===== src/rtl/rpg_pkg.sv =====
package rpg_pkg;

    typedef enum logic [1:0] {
        PH_IDLE  = 2'd0,
        PH_PULSE = 2'd1,
        PH_HOLD  = 2'd2
    } phase_e;

    localparam int          REG_AW    = 2;
    localparam int          REG_DW    = 8;
    localparam int          SEL_W     = 3;
    localparam int          SEL_N     = 1 << SEL_W;
    localparam logic [1:0]  A_CFG     = 2'd0;
    localparam logic [1:0]  A_MODE    = 2'd1;
    localparam logic [1:0]  A_TRIG    = 2'd2;
    localparam logic [2:0]  TRIG_FIRE = 3'b111;

    // hold time in microseconds for each select code
    function automatic longint clr_us(input int sel, input longint def_us);
        case (sel)
            0:       return def_us;
            1:       return 64'd100;
            2:       return 64'd500;
            3:       return 64'd1000;
            4:       return 64'd5000;
            5:       return 64'd10000;
            6:       return 64'd50000;
            default: return 64'd100000;
        endcase
    endfunction

    function automatic longint us_to_cyc(input longint us, input longint hz);
        longint c;
        c = (us * hz) / 64'd1000000;
        return (c < 1) ? 64'd1 : c;
    endfunction

    function automatic longint max_cyc(input longint pulse_us, input longint def_us,
                                       input longint hz);
        longint m;
        m = us_to_cyc(pulse_us, hz);
        for (int s = 0; s < SEL_N; s++) begin
            if (us_to_cyc(clr_us(s, def_us), hz) > m) m = us_to_cyc(clr_us(s, def_us), hz);
        end
        return m;
    endfunction

endpackage


===== src/rtl/rpg_timer.sv =====
module rpg_timer #(
    parameter int CW = 8
) (
    input  logic          clk,
    input  logic          rst_n,
    input  logic          load_i,
    input  logic [CW-1:0] load_val_i,
    output logic          zero_o
);
    typedef struct packed {
        logic [CW-1:0] cnt;
    } tmr_t;

    tmr_t st_d, st_q;

    always_comb begin
        st_d = st_q;
        if (load_i) begin
            st_d.cnt = load_val_i;
        end else if (st_q.cnt != '0) begin
            st_d.cnt = st_q.cnt - 1'b1;
        end
    end

    always_ff @(posedge clk or negedge rst_n) begin
        if (!rst_n) st_q <= '0;
        else        st_q <= st_d;
    end

    assign zero_o = (st_q.cnt == '0);

    // an expired counter stays expired until reloaded
    p_no_wrap_r3: assert property (@(posedge clk) disable iff (!rst_n)
        (zero_o && !load_i) |=> zero_o);

endmodule


===== src/rtl/rpg_seq.sv =====
module rpg_seq
    import rpg_pkg::*;
#(
    parameter int     CW       = 8,
    parameter longint CLK_HZ   = 64'd50000000,
    parameter longint PULSE_US = 64'd125,
    parameter longint DEF_US   = 64'd22500
) (
    input  logic             clk,
    input  logic             rst_n,
    input  logic             kill_i,
    input  logic             start_i,
    input  logic             mode_i,
    input  logic [SEL_W-1:0] sel_i,
    output logic             busy_o,
    output logic             pulse_o,
    output logic             done_o
);
    localparam logic [CW-1:0] PULSE_LD = CW'(us_to_cyc(PULSE_US, CLK_HZ) - 1);

    typedef struct packed {
        phase_e phase;
    } seq_t;

    seq_t          st_d, st_q;
    logic          tmr_load;
    logic [CW-1:0] tmr_val;
    logic          tmr_zero;
    logic [CW-1:0] clr_ld [SEL_N];

    for (genvar g = 0; g < SEL_N; g++) begin : g_clr_tab
        assign clr_ld[g] = CW'(us_to_cyc(clr_us(g, DEF_US), CLK_HZ) - 1);
    end

    rpg_timer #(.CW(CW)) u_timer (
        .clk        (clk),
        .rst_n      (rst_n),
        .load_i     (tmr_load),
        .load_val_i (tmr_val),
        .zero_o     (tmr_zero)
    );

    always_comb begin
        st_d     = st_q;
        tmr_load = 1'b0;
        tmr_val  = '0;
        done_o   = 1'b0;
        if (kill_i) begin
            st_d.phase = PH_IDLE;
            tmr_load   = 1'b1;
        end else begin
            case (st_q.phase)
                PH_IDLE: begin
                    if (start_i) begin
                        st_d.phase = PH_PULSE;
                        tmr_load   = 1'b1;
                        tmr_val    = PULSE_LD;
                    end
                end
                PH_PULSE: begin
                    if (tmr_zero) begin
                        st_d.phase = PH_HOLD;
                        tmr_load   = 1'b1;
                        tmr_val    = clr_ld[sel_i];
                    end
                end
                PH_HOLD: begin
                    if (tmr_zero) begin
                        st_d.phase = PH_IDLE;
                        done_o     = 1'b1;
                    end
                end
                default: st_d.phase = PH_IDLE;
            endcase
        end
    end

    always_ff @(posedge clk or negedge rst_n) begin
        if (!rst_n) st_q <= '{phase: PH_IDLE};
        else        st_q <= st_d;
    end

    assign busy_o  = (st_q.phase != PH_IDLE);
    assign pulse_o = (st_q.phase == PH_PULSE);

    // the register bank only starts a sequence when this one is idle
    p_start_idle_r5: assert property (@(posedge clk) disable iff (!rst_n)
        start_i |-> (st_q.phase == PH_IDLE));

    // no sequence survives outside reset mode
    p_busy_needs_mode_r10: assert property (@(posedge clk) disable iff (!rst_n)
        (st_q.phase != PH_IDLE) |-> mode_i);

    // the hold phase is entered only from the pulse phase
    p_hold_from_pulse_r4: assert property (@(posedge clk) disable iff (!rst_n)
        ((st_q.phase == PH_HOLD) && ($past(st_q.phase) != PH_HOLD))
            |-> ($past(st_q.phase) == PH_PULSE));

endmodule


===== src/rtl/rpg_regs.sv =====
module rpg_regs
    import rpg_pkg::*;
(
    input  logic              clk,
    input  logic              rst_n,
    input  logic              unlock_i,
    input  logic              wr_en_i,
    input  logic [REG_AW-1:0] wr_addr_i,
    input  logic [REG_DW-1:0] wr_data_i,
    input  logic [REG_AW-1:0] rd_addr_i,
    output logic [REG_DW-1:0] rd_data_o,
    input  logic              busy_i,
    input  logic              done_i,
    output logic              start_o,
    output logic              kill_o,
    output logic              mode_o,
    output logic [SEL_W-1:0]  sel_o,
    output logic              level_o,
    output logic              abort_o,
    output logic              restart_o,
    output logic              swrst_o
);
    typedef struct packed {
        logic             level;
        logic             mode;
        logic [SEL_W-1:0] sel;
        logic [2:0]       trig;
        logic             abort;
        logic             restart;
        logic             swrst;
    } regs_t;

    regs_t st_d, st_q;
    logic  wr_ok;
    logic  swrst_hit;
    logic  mode_off_hit;

    assign wr_ok        = wr_en_i && unlock_i;
    assign swrst_hit    = wr_ok && (wr_addr_i == A_CFG) && wr_data_i[7];
    assign mode_off_hit = wr_ok && (wr_addr_i == A_MODE) && !wr_data_i[7] && busy_i;
    assign start_o      = wr_ok && (wr_addr_i == A_TRIG) && (wr_data_i[2:0] == TRIG_FIRE)
                          && st_q.mode && !busy_i;
    assign kill_o       = swrst_hit || mode_off_hit;

    always_comb begin
        st_d         = st_q;
        st_d.abort   = 1'b0;
        st_d.swrst   = 1'b0;
        st_d.restart = st_q.abort;
        if (done_i) st_d.trig = 3'b000;
        if (wr_ok) begin
            case (wr_addr_i)
                A_CFG: begin
                    st_d.level = wr_data_i[6];
                    st_d.abort = 1'b1;
                    if (wr_data_i[7]) begin
                        st_d.level = 1'b0;
                        st_d.mode  = 1'b0;
                        st_d.sel   = '0;
                        st_d.trig  = 3'b000;
                        st_d.swrst = 1'b1;
                    end
                end
                A_MODE: begin
                    st_d.mode = wr_data_i[7];
                    st_d.sel  = wr_data_i[SEL_W-1:0];
                    if (mode_off_hit) st_d.trig = 3'b000;
                end
                A_TRIG: begin
                    if (!busy_i) st_d.trig = wr_data_i[2:0];
                end
                default: ;
            endcase
        end
    end

    always_ff @(posedge clk or negedge rst_n) begin
        if (!rst_n) st_q <= '0;
        else        st_q <= st_d;
    end

    always_comb begin
        case (rd_addr_i)
            A_CFG:   rd_data_o = {1'b0, st_q.level, 6'b000000};
            A_MODE:  rd_data_o = {st_q.mode, {(REG_DW-1-SEL_W){1'b0}}, st_q.sel};
            A_TRIG:  rd_data_o = {5'b00000, st_q.trig};
            default: rd_data_o = '0;
        endcase
    end

    assign mode_o    = st_q.mode;
    assign sel_o     = st_q.sel;
    assign level_o   = st_q.level;
    assign abort_o   = st_q.abort;
    assign restart_o = st_q.restart;
    assign swrst_o   = st_q.swrst;

    // every abort is followed by a restart one cycle later
    p_restart_after_abort_r8: assert property (@(posedge clk) disable iff (!rst_n)
        st_q.abort |=> st_q.restart);

    // nothing is written while locked
    p_locked_stable_r2: assert property (@(posedge clk) disable iff (!rst_n)
        !unlock_i |=> ($stable(st_q.level) && $stable(st_q.mode) && $stable(st_q.sel)
                       && !st_q.abort && !st_q.swrst));

    // the reset strobe coincides with cleared registers
    p_swrst_clears_r9: assert property (@(posedge clk) disable iff (!rst_n)
        st_q.swrst |-> (!st_q.mode && !st_q.level && st_q.sel == '0 && st_q.trig == 3'b000));

    // the end of a hold clears the trigger field
    p_done_clears_r4: assert property (@(posedge clk) disable iff (!rst_n)
        done_i |=> (st_q.trig == 3'b000));

endmodule


===== src/rtl/rstpulse_ctl.sv =====
module rstpulse_ctl
    import rpg_pkg::*;
#(
    parameter longint CLK_HZ     = 64'd50000000,
    parameter longint PULSE_US   = 64'd125,
    parameter longint DEF_CLR_US = 64'd22500
) (
    input  logic       clk,
    input  logic       rst_n,
    input  logic       unlock_i,
    input  logic       wr_en_i,
    input  logic [1:0] wr_addr_i,
    input  logic [7:0] wr_data_i,
    input  logic [1:0] rd_addr_i,
    output logic [7:0] rd_data_o,
    output logic       gpo_pull_low_o,
    output logic       abort_o,
    output logic       restart_o,
    output logic       swrst_o
);
    localparam longint MAX_CYC = max_cyc(PULSE_US, DEF_CLR_US, CLK_HZ);
    localparam int     CW      = $clog2(MAX_CYC + 1);

    logic             busy;
    logic             pulse;
    logic             done;
    logic             start;
    logic             kill;
    logic             mode;
    logic [SEL_W-1:0] sel;
    logic             level;

    rpg_regs u_regs (
        .clk       (clk),
        .rst_n     (rst_n),
        .unlock_i  (unlock_i),
        .wr_en_i   (wr_en_i),
        .wr_addr_i (wr_addr_i),
        .wr_data_i (wr_data_i),
        .rd_addr_i (rd_addr_i),
        .rd_data_o (rd_data_o),
        .busy_i    (busy),
        .done_i    (done),
        .start_o   (start),
        .kill_o    (kill),
        .mode_o    (mode),
        .sel_o     (sel),
        .level_o   (level),
        .abort_o   (abort_o),
        .restart_o (restart_o),
        .swrst_o   (swrst_o)
    );

    rpg_seq #(
        .CW       (CW),
        .CLK_HZ   (CLK_HZ),
        .PULSE_US (PULSE_US),
        .DEF_US   (DEF_CLR_US)
    ) u_seq (
        .clk     (clk),
        .rst_n   (rst_n),
        .kill_i  (kill),
        .start_i (start),
        .mode_i  (mode),
        .sel_i   (sel),
        .busy_o  (busy),
        .pulse_o (pulse),
        .done_o  (done)
    );

    assign gpo_pull_low_o = mode ? pulse : level;

    // in reset mode an idle sequencer leaves the pin released
    p_rstmode_idle_released_r6: assert property (@(posedge clk) disable iff (!rst_n)
        (mode && !busy) |-> !gpo_pull_low_o);

endmodule


===== config.mk =====
export PLATFORM = sky130hd
export DESIGN_NAME = rstpulse_ctl
export DESIGN_NICKNAME = d
export VERILOG_FILES = /design/src/rtl/rpg_pkg.sv /design/src/rtl/rpg_timer.sv /design/src/rtl/rpg_seq.sv /design/src/rtl/rpg_regs.sv /design/src/rtl/rstpulse_ctl.sv
export SDC_FILE = /design/constraint.sdc
export NUM_CORES = 1
export LEC_CHECK = 0
export ABC_AREA = 1
export BUFFER_PORTS_ARGS = -buffer_cell sky130_fd_sc_hd__buf_2
export CAP_MARGIN = 20
export CORE_AREA = 2 2 79 81
export DETAILED_ROUTE_END_ITERATION = 12
export DIE_AREA = 0 0 81 83
export GPL_TIMING_DRIVEN = 0
export PLACE_DENSITY_LB_ADDON = 0.08
export SLEW_MARGIN = 20
export SYNTH_ARGS = -nofsm -noshare
export SYNTH_HDL_FRONTEND = slang
export SYNTH_HIERARCHICAL = 1
export SYNTH_SLANG_ARGS = --single-unit

===== constraint.sdc =====
create_clock -name clk -period 3.3 [get_ports clk]
set_clock_uncertainty 0.1 [all_clocks]
set_input_delay 0 -clock clk [delete_from_list [all_inputs] [get_ports clk]]
set_output_delay 0 -clock clk [all_outputs]
set_load 0.05 [all_outputs]

* Word level (Yosys, flattened, before mapping) *
Memories as Yosys holds them, arrays and structs flattened.
Index checks and enable logic that the tools add are counted.

word-level totals
  flip-flop bits (word level) = 36
  ROM bits = 184
  input port bits = 16
  word-level logic and storage cells = 80
  memories kept = 1

memories
  memory            words  width  rd ports  clocked after Yosys merged registers in  write ports  RTL line       source
  (name not given)  8      23     1         0                                        0            rpg_seq.sv:64  tmr_val = clr_ld[sel_i];

cells by class
  $add $sub $neg = 1
  $lt $le $gt $ge = 1
  eq/ne operators = 11
  muxes and demuxes = 32
  bitwise logic cells = 1
  reduce and logical (&&, ||, !) cells = 24

operator list
  kind                                                      count
  2-to-1 mux 23 bit                                         6
  one-hot mux 23 bit (2 select lines)                       1
  one-hot mux 8 bit (3 select lines)                        1
  logical NOT 23 bit                                        1
  nonzero test 23 bit                                       1
  subtractor 23 x 1 -> 23 bit, second input constant        1
  2-to-1 mux 13 bit                                         1
  logical AND 1 bit                                         10
  2-to-1 mux 1 bit                                          10
  2-to-1 mux 3 bit                                          3
  one-hot mux 3 bit (3 select lines)                        1
  2-to-1 mux 2 bit                                          4
  2-to-1 mux 8 bit                                          1
  one-hot mux 4 bit (2 select lines)                        1
  == test 2 x 1 -> 1 bit, second input constant             3
  == test 2 bit, second input constant                      3
  logical NOT 2 bit                                         3
  one-hot mux 2 bit (3 select lines)                        1
  AND reduction 3 bit                                       2
  nonzero test 2 bit                                        3
  greater-or-equal comparator 4 bit, second input constant  1
  2-to-1 mux 4 bit                                          1
  inverter 3 -> 4 bit                                       1
  == test 3 bit, second input constant                      1
  other kinds (8)                                           9

* Logic depth before layout (Yosys ltp) *
Gate-level depths: netlist of run 1.

  depth in word-level cells = 10
  depth in mapped cells = 16

* By module *
Netlist of run 1, hierarchy kept.

by module, submodules not included
  module        instances  cells an instance  area each (um2)  sequential area each (um2)
  rpg_timer     1          237                1,657.8          575.6
  rpg_regs      1          86                 639.4            275.3
  rpg_seq       1          91                 501.7            50.0
  rstpulse_ctl  1          4                  15.0             0.0

* Worst setup path after synthesis of run 1 *
No wires, ideal clock.

  kind = reg2reg
  start point = register u_seq/u_timer/st_q[0] in the netlist's numbering
  end point = register u_seq/u_timer/st_q[21] in the netlist's numbering
  setup time = 115 ps
  arrival time = 2,226 ps
  data required time = 3,085 ps
  slack = 859 ps
  cell stages (with the launch flop) = 17
  buffers on the path = 3
  period minus slack after synthesis = 2,441 ps
  cell sequence = dfrtp_1 > inv_1 > ha_1 > nand3_4 > nor2_4 > nand3_2 > inv_1 > buf_4 > nand3_1 > nand3_1 > clkbuf_1 > inv_1 > nand2_4 > inv_4 > buf_12 > nand2_2 > nand2_2

on the way
  word-level cells in the longest chain between the ends = 5
  elaborated cells between the ends (all ways) = 12

ends and longest elaborated chain
  element                                                  RTL line         source
  from (decl)                                              rpg_timer.sv:14  tmr_t st_d, st_q;
  from (signal assigned)                                   rpg_timer.sv:27  else st_q <= st_d;
  logical NOT 23 bit *                                     rpg_timer.sv:30  assign zero_o = (st_q.cnt == '0);
  named net u_seq.tmr_zero                                 rpg_seq.sv:28    logic tmr_zero;
  2-to-1 mux 1 bit *                                       rpg_seq.sv:61    if (tmr_zero) begin
  one-hot mux 1 bit (2 select lines) *                     rpg_seq.sv:52    case (st_q.phase)
  2-to-1 mux 1 bit *                                       rpg_seq.sv:48    if (kill_i) begin
  named net u_seq.tmr_load                                 rpg_seq.sv:26    logic tmr_load;
  2-to-1 mux 23 bit or nonzero test 2 bit (tied branches)  n/a

Mark *: on every way through the listed nets, which the timed path passes. The rest lies on a longest branch. The select of a mux whose other input is x is not followed.
A chain may end at the register's enable or synchronous reset.

* Final worst setup path of run 1 *
  start point = register u_seq/u_timer/st_q[0] in the netlist's numbering
  end point = register u_seq/u_timer/st_q[16] in the netlist's numbering

Same word-level chain as after synthesis.

==> key figures, run 1 <==
Timing
  – Final critical-path required period: roughly 2.9 ns
  – Final Max Tran Viols: 0
  – Relative slew slack: 0.442
  – Final setup vio count: 0
  – Max Fclk: ~0.34 GHz
  – Crit share post-route: 0.890
  – Total negative setup slack: 0 ns
  – Worst slew pin tran: 0.838 ns
  – RSZ-0062 raised after global routing: false
  – Endpoints failing hold: 0

Drt
  – DRC: 0
  – Drt pass-1 iters: 4
  – Post-route ant nets: 0
  – WL final: 6690 um
  – Initial drt markers: approximately 150
  – Vias: approximately 2,600
  – Vias/cell: slightly below 5
  – Drt wl/cell: roughly 13 um

Clock tree
  – TritonCTS Buffers: 5
  – Clock latency on the worst-skew pair: 0.29 ns
  – CTS tree: yes
  – Root Buffer: clkbuf_8
  – TritonCTS Sinks: 36
  – H-tree depth: 2
  – CTS clk-pin slew, worst paths: around 0.080 ns
  – Buffer depth of the longest clock path: 2

Synth
  – Top FF cell, synth: dfrtp_1
  – Yosys Warn Count: 6
  – Post-synth EDFFs: 0
  – Mean Syn Cell Area: 6.73 um^2
  – #FFs+latches synth: 36
  – Synth async-reset ratio: 1.00
  – Seq/Total Area, Yosys: 0.320
  – Syn Inst Count: 418
  – Netlist Area Pre-Place: between 2000 and 3000 um^2
  – Synth unique cells: 34

Die
  – Top Ports: 28
  – Die W: around 81 um
  – Die H: a little over 80 um
  – Initial Util: 0.484
  – Rows: 28
  – Core Region: about 5800 um^2
  – DIE AREA: 6720 um^2

Finish
  – Layout area overhead: 14.7%
  – ANT cells: 0
  – Filler instances: around 610
  – Fin cells: roughly 530
  – Layout cells sized above 1: 0.187
  – Reg area: 901 um^2
  – Multi-input gate area: approximately 1600 um^2
  – Final nets: between 400 and 500

Pwr
  – P_leak: approximately 1.6 nW
  – VDD IR max: approximately 300 uV
  – Power density over the cells: roughly 660 nW/um^2

Setup path
  – Worst Path Arrival: between 3 and 4 ns
  – CP Capture Type: flop
  – Crit path launch type: flop
  – Worst-path fanout max: 10
  – Required time of the critical path: ~3.4 ns
  – CP Class: flop to flop

Place
  – Placed cell count: 516
  – Routability congestion estimate: slightly above 0.9
  – Dpl hpwl: ~5100 um
  – I/O Buffers: 21

Global route
  – Total global routing overflow: 0
  – Gr usage total: 0.219
  – Largest net degree at the start of global routing: 37
  – Vias in the first global route: 2,608
  – First-pass GRT wire length: ~12,000 um
  – Antenna violations before repair: 0

Worst hold path
  – HP Class: primary input to flop

Run status
  – Status: complete, no violations

Run
  – Max-capacitance violation count: 0
[final timing paths]
path                       slack (ns)                      to  cells after the start                  start
setup / recovery                 0.36  u_seq/u_timer/st_q[16]                     16  u_seq/u_timer/st_q[0]
hold / removal                   0.05          u_regs/abort_o                      3               unlock_i
setup reg to reg                 0.36  u_seq/u_timer/st_q[16]                     16  u_seq/u_timer/st_q[0]
hold reg to reg                  0.27        u_regs/restart_o                      0         u_regs/abort_o
max in group asynchronous        2.33           u_seq/st_q[0]                      2                  rst_n
min in group asynchronous        0.24   u_seq/u_timer/st_q[6]                      2                  rst_n
[report_power, final]
group | internal [mW] | switching [mW] | total, mW
combinational | 0.373 | 0.700 | 1.07
clock | 0.186 | 0.165 | 0.352
sequential | 0.580 | 0.135 | 0.715
[critical path, stage by stage, from the launching register on]
cell and delay (ns):
dfrtp_1 0.41, inv_1 0.11, ha_1 0.37, nand3_4 0.14
nor2_4 0.15, nand3_2 0.12, inv_1 0.07, buf_4 0.16
nand3_1 0.11, nand3_1 0.09, clkbuf_1 0.28, inv_1 0.25
nand2_4 0.15, inv_4 0.05, buf_12 0.14, nand2_2 0.07
nand2_2 0.04
[cells in the final DEF, fill, tap and decap left out, types with 2 or more instances in the layout]
master	instances
a21oi_1	7
buf_2	22
buf_4	7
clkbuf_1	3
clkbuf_8	7
conb_1	3
dfrtp_1	36
dlygate4sd3_1	11
ha_1	7
inv_1	52
inv_2	5
nand2_1	123
nand2_2	21
nand2_4	3
nand3_1	23
nand3_2	2
nand3_4	2
nand4_1	10
nor2_1	57
nor2_2	6
nor2_4	5
nor3_1	4
o21ai_0	14
o21ai_1	3
o22ai_1	5
xnor2_1	5
xor2_1	7
[stage by stage]
stage	total power [mW]	setup WS [ns]	instance area (um^2)	hold slack [ns]	utilization
global placement	1.76	0.445	3020	0.0564	0.519
floorplan	1.55	0.859	2820	-0.396	-
finish	2.14	0.362	3230	0.0493	0.555
global route	2.35	0.102	3230	0.0799	0.555
CTS	2.15	0.394	3230	0.0494	0.555
detailed placement	1.78	0.421	3020	0.0615	0.519
[timing repair]
action	4_1_cts	5_1_grt
gates resized for setup	0	0
setup buffers	0	0
endpoints found under the hold margin	44	0
setup endpoints to repair	0	0
hold buffers	11	0
[cells in the mapped netlist (all sizes together) (3+ instances only)]
cell type,n,area [um^2]
xor2,7,61.3
o21ai,17,85.1
ha,7,87.6
nand2,147,627
clkbuf,3,11.3
dfrtp,36,901
nand3,27,170
inv,58,220
buf,9,77.6
nor2,68,308
a21oi,8,43.8
o22ai,5,31.3
nor3,4,20.0
xnor2,5,43.8
nand4,11,75.1
[state kept, by name, indices dropped and copies added (netlist names)]
register,count
u_regs/abort_o,1
u_regs/level_o,1
u_regs/mode_o,1
u_regs/restart_o,1
u_regs/sel_o,3
u_regs/st_q,3
u_regs/swrst_o,1
u_seq/st_q,2
u_seq/u_timer/st_q,23
[layer usage]
metal  global-route usage  share of wire
met3               0.0424          0.023
met4               0.0770          0.025
met2                0.394           0.52
met5                    0              0
met1                0.253           0.43
[layout make-up]
cell class | instances | area share
Multi-Input combinational cell | 314 | 0.499
Sequential cell | 36 | 0.279
Inverter | 58 | 0.0682
Timing Repair Buffer | 32 | 0.0667
Clock buffer | 7 | 0.0299
Tap cell | 75 | 0.0291
Buffer | 12 | 0.0275
[cells by family (layout without fill, tap and decap cells)]
kind of cell	after synthesis	in the layout	share of synthesized area
and+or+nand+nor	259	259	0.431
buffers and inverters	70	109	0.110
DFF	36	36	0.320
AOI/OAI and AO/OA	33	33	0.0694
xor gates and xnor gates	12	12	0.0373
adders and majority gates	7	7	0.0311
other	1	3	0.00133
(Power assumes the default switching activity.)
==> run 2, diff against run 1 <==
- CORE_AREA: 2 2 79 81 -> 2 2 72 74
- DIE_AREA: 0 0 81 83 -> 0 0 74 76
- PLACE_DENSITY_LB_ADDON: 0.08 -> 0.05
==> run 2 against run 1 <==
Design area fell by 0.78%. Setup slack better by 0.021 ns. Critical path type unchanged. Final cell count down 0.94%. Sequential power about the same. Non-clock buffer count unchanged.
==> key figures, run 2 (synthesis results as in run 1) <==
Run status
  – Status: complete, no violations

Die
  – Top Ports: 28
  – DIE AREA: between 5000 and 6000 um^2
  – Die W: 74 um
  – Die H: around 76 um
  – Rows: 26
  – Initial Util: 0.573
  – Core Region: 4910 um^2

Global route
  – Gr usage total: 0.261
  – Largest net degree at the start of global routing: 37
  – Total global routing overflow: 0
  – Vias in the first global route: about 2,700
  – Antenna violations before repair: 0
  – First-pass GRT wire length: between 10,000 and 15,000 um

Clock tree
  – Root Buffer: clkbuf_8
  – TritonCTS Sinks: 36
  – Buffer depth of the longest clock path: 2
  – Clock latency on the worst-skew pair: roughly 0.28 ns
  – Postcts setup bufs: 0
  – CTS clk-pin slew, worst paths: ~0.070 ns
  – CTS tree: yes
  – TritonCTS Buffers: 5
  – CTS resizes: 0
  – H-tree depth: 2

Finish
  – Commonest cells after routing, fill and taps aside: nand2_1, nor2_1, inv_1
  – Filler instances: 475
  – Commonest non-fill, non-tap cell in the layout: nand2_1
  – Layout cells sized above 1: 0.185
  – Max reg flops: 23
  – Reg with most FFs: u_seq/u_timer/st_q
  – Final nets: slightly below 500
  – Layout area overhead: 13.8%
  – ANT cells: 0

Setup path
  – Cell mode on critical path: inv_1
  – Worst Path Arrival: between 3 and 4 ns
  – Worst-path fanout max: 8
  – CP Capture Type: flop
  – Buf/Inv on CP: 6
  – CP Class: flop to flop
  – Crit path max-delay family: buffers and inverters
  – Required time of the critical path: approximately 3.4 ns
  – Crit-path max cell delay: ~0.40 ns
  – Register-to-register path setup slack: roughly 0.38 ns
  – Crit-path slowest cell: dfrtp_1
  – Crit path launch type: flop
  – Crit-path cells: inv_1, ha_1, nand3_4, nor2_4, nand3_2, inv_1, buf_4, nand3_1, nand3_1, clkbuf_1, inv_1, nand4_2, inv_2, a21oi_1

Timing
  – Total negative setup slack: 0 ns
  – Final Max Tran Viols: 0
  – Final critical-path required period: ~2.9 ns
  – Worst slew pin tran: roughly 0.8 ns
  – Endpoints failing hold: 0
  – Final setup vio count: 0
  – RSZ-0062 raised after global routing: false
  – Relative slew slack: 0.454
  – Max Fclk: around 0.34 GHz
  – Crit share post-route: 0.884

Drt
  – DRC: 0
  – Vias/cell: between 4 and 5
  – WL final: 6570 um
  – Drt pass-1 iters: 4
  – Vias: roughly 2,600
  – Post-route ant nets: 0
  – Initial drt markers: around 170
  – Drt wl/cell: around 12 um

Place
  – I/O Buffers: 21
  – Dpl hpwl: 5050 um
  – Routability congestion estimate: 0.915

Pwr
  – P_leak: 1.63 nW
  – Final Power: 2.09 mW
  – Power density over the cells: approximately 650 nW/um^2
  – VDD IR max: between 300 and 400 uV

Worst hold path
  – HP Class: primary input to flop

Run
  – Max-capacitance violation count: 0
run 2: changes by cell type in the layout (fill, tap and decap cells not counted), sizes merged:
cell,previous run,this run
clkbuf,10,9
clkinv,0,1
run 2: area by class of cell:
cell class,count,area (um^2),share of cell area
clock buffer,6,72.6,0.0227
tap,70,87.6,0.0274
inverter,58,220,0.0688
clock inverter,1,5.00,0.00156
multi-input combinational,314,1610,0.503
timing repair buffer,32,215,0.0672
buffer,12,88.8,0.0277
sequential,36,901,0.281
run 2: layer usage:
| metal | wire length [um] | up-vias | GRT usage |
|---|---|---|---|
| met3 | 137 | 8 | 0.0357 |
| met1 | 2810 | 1208 | 0.299 |
| met4 | 80 | 0 | 0.0636 |
| met2 | 3540 | 43 | 0.492 |
| met5 | 0 | - | 0 |
| li1 | - | 1368 | - |
run 2: repair_timing:
action,CTS,global route
hold endpoints to repair,44,0
endpoints found under the setup margin,0,0
hold buffers,11,0
run 2: tightest hold or removal path, cell delays in order:
cell,delay [ns]
buf_2,0.09
nand2_1,0.18
nor2_1,0.12
run 2: per-stage QoR:
step	hold WS (ns)	instances	utilization	area (um^2)	setup slack, ns
finish	0.0594	529	0.652	3200	0.383
global route	0.0965	529	0.652	3200	0.0453
CTS	0.0590	529	0.652	3200	0.383
detailed placement	0.0496	511	0.614	3010	0.406
global placement	0.0455	511	0.614	3010	0.454
floorplan	-0.396	420	-	2820	0.859
run 2: path summary, 6_finish.rpt:
path / startpoint / end / depth (start not counted)
hold reg to reg: u_regs/abort_o / u_regs/restart_o / 0
setup / recovery: u_seq/u_timer/st_q[0] / u_seq/u_timer/st_q[8] / 14
min in group asynchronous: rst_n / u_seq/u_timer/st_q[6] / 2
setup reg to reg: u_seq/u_timer/st_q[0] / u_seq/u_timer/st_q[8] / 14
max in group asynchronous: rst_n / u_seq/st_q[0] / 2
hold / removal: unlock_i / u_regs/abort_o / 3
run 2: power by group:
group	internal, mW	switching, mW
clock network	0.144	0.158
registers	0.580	0.136
logic	0.372	0.696
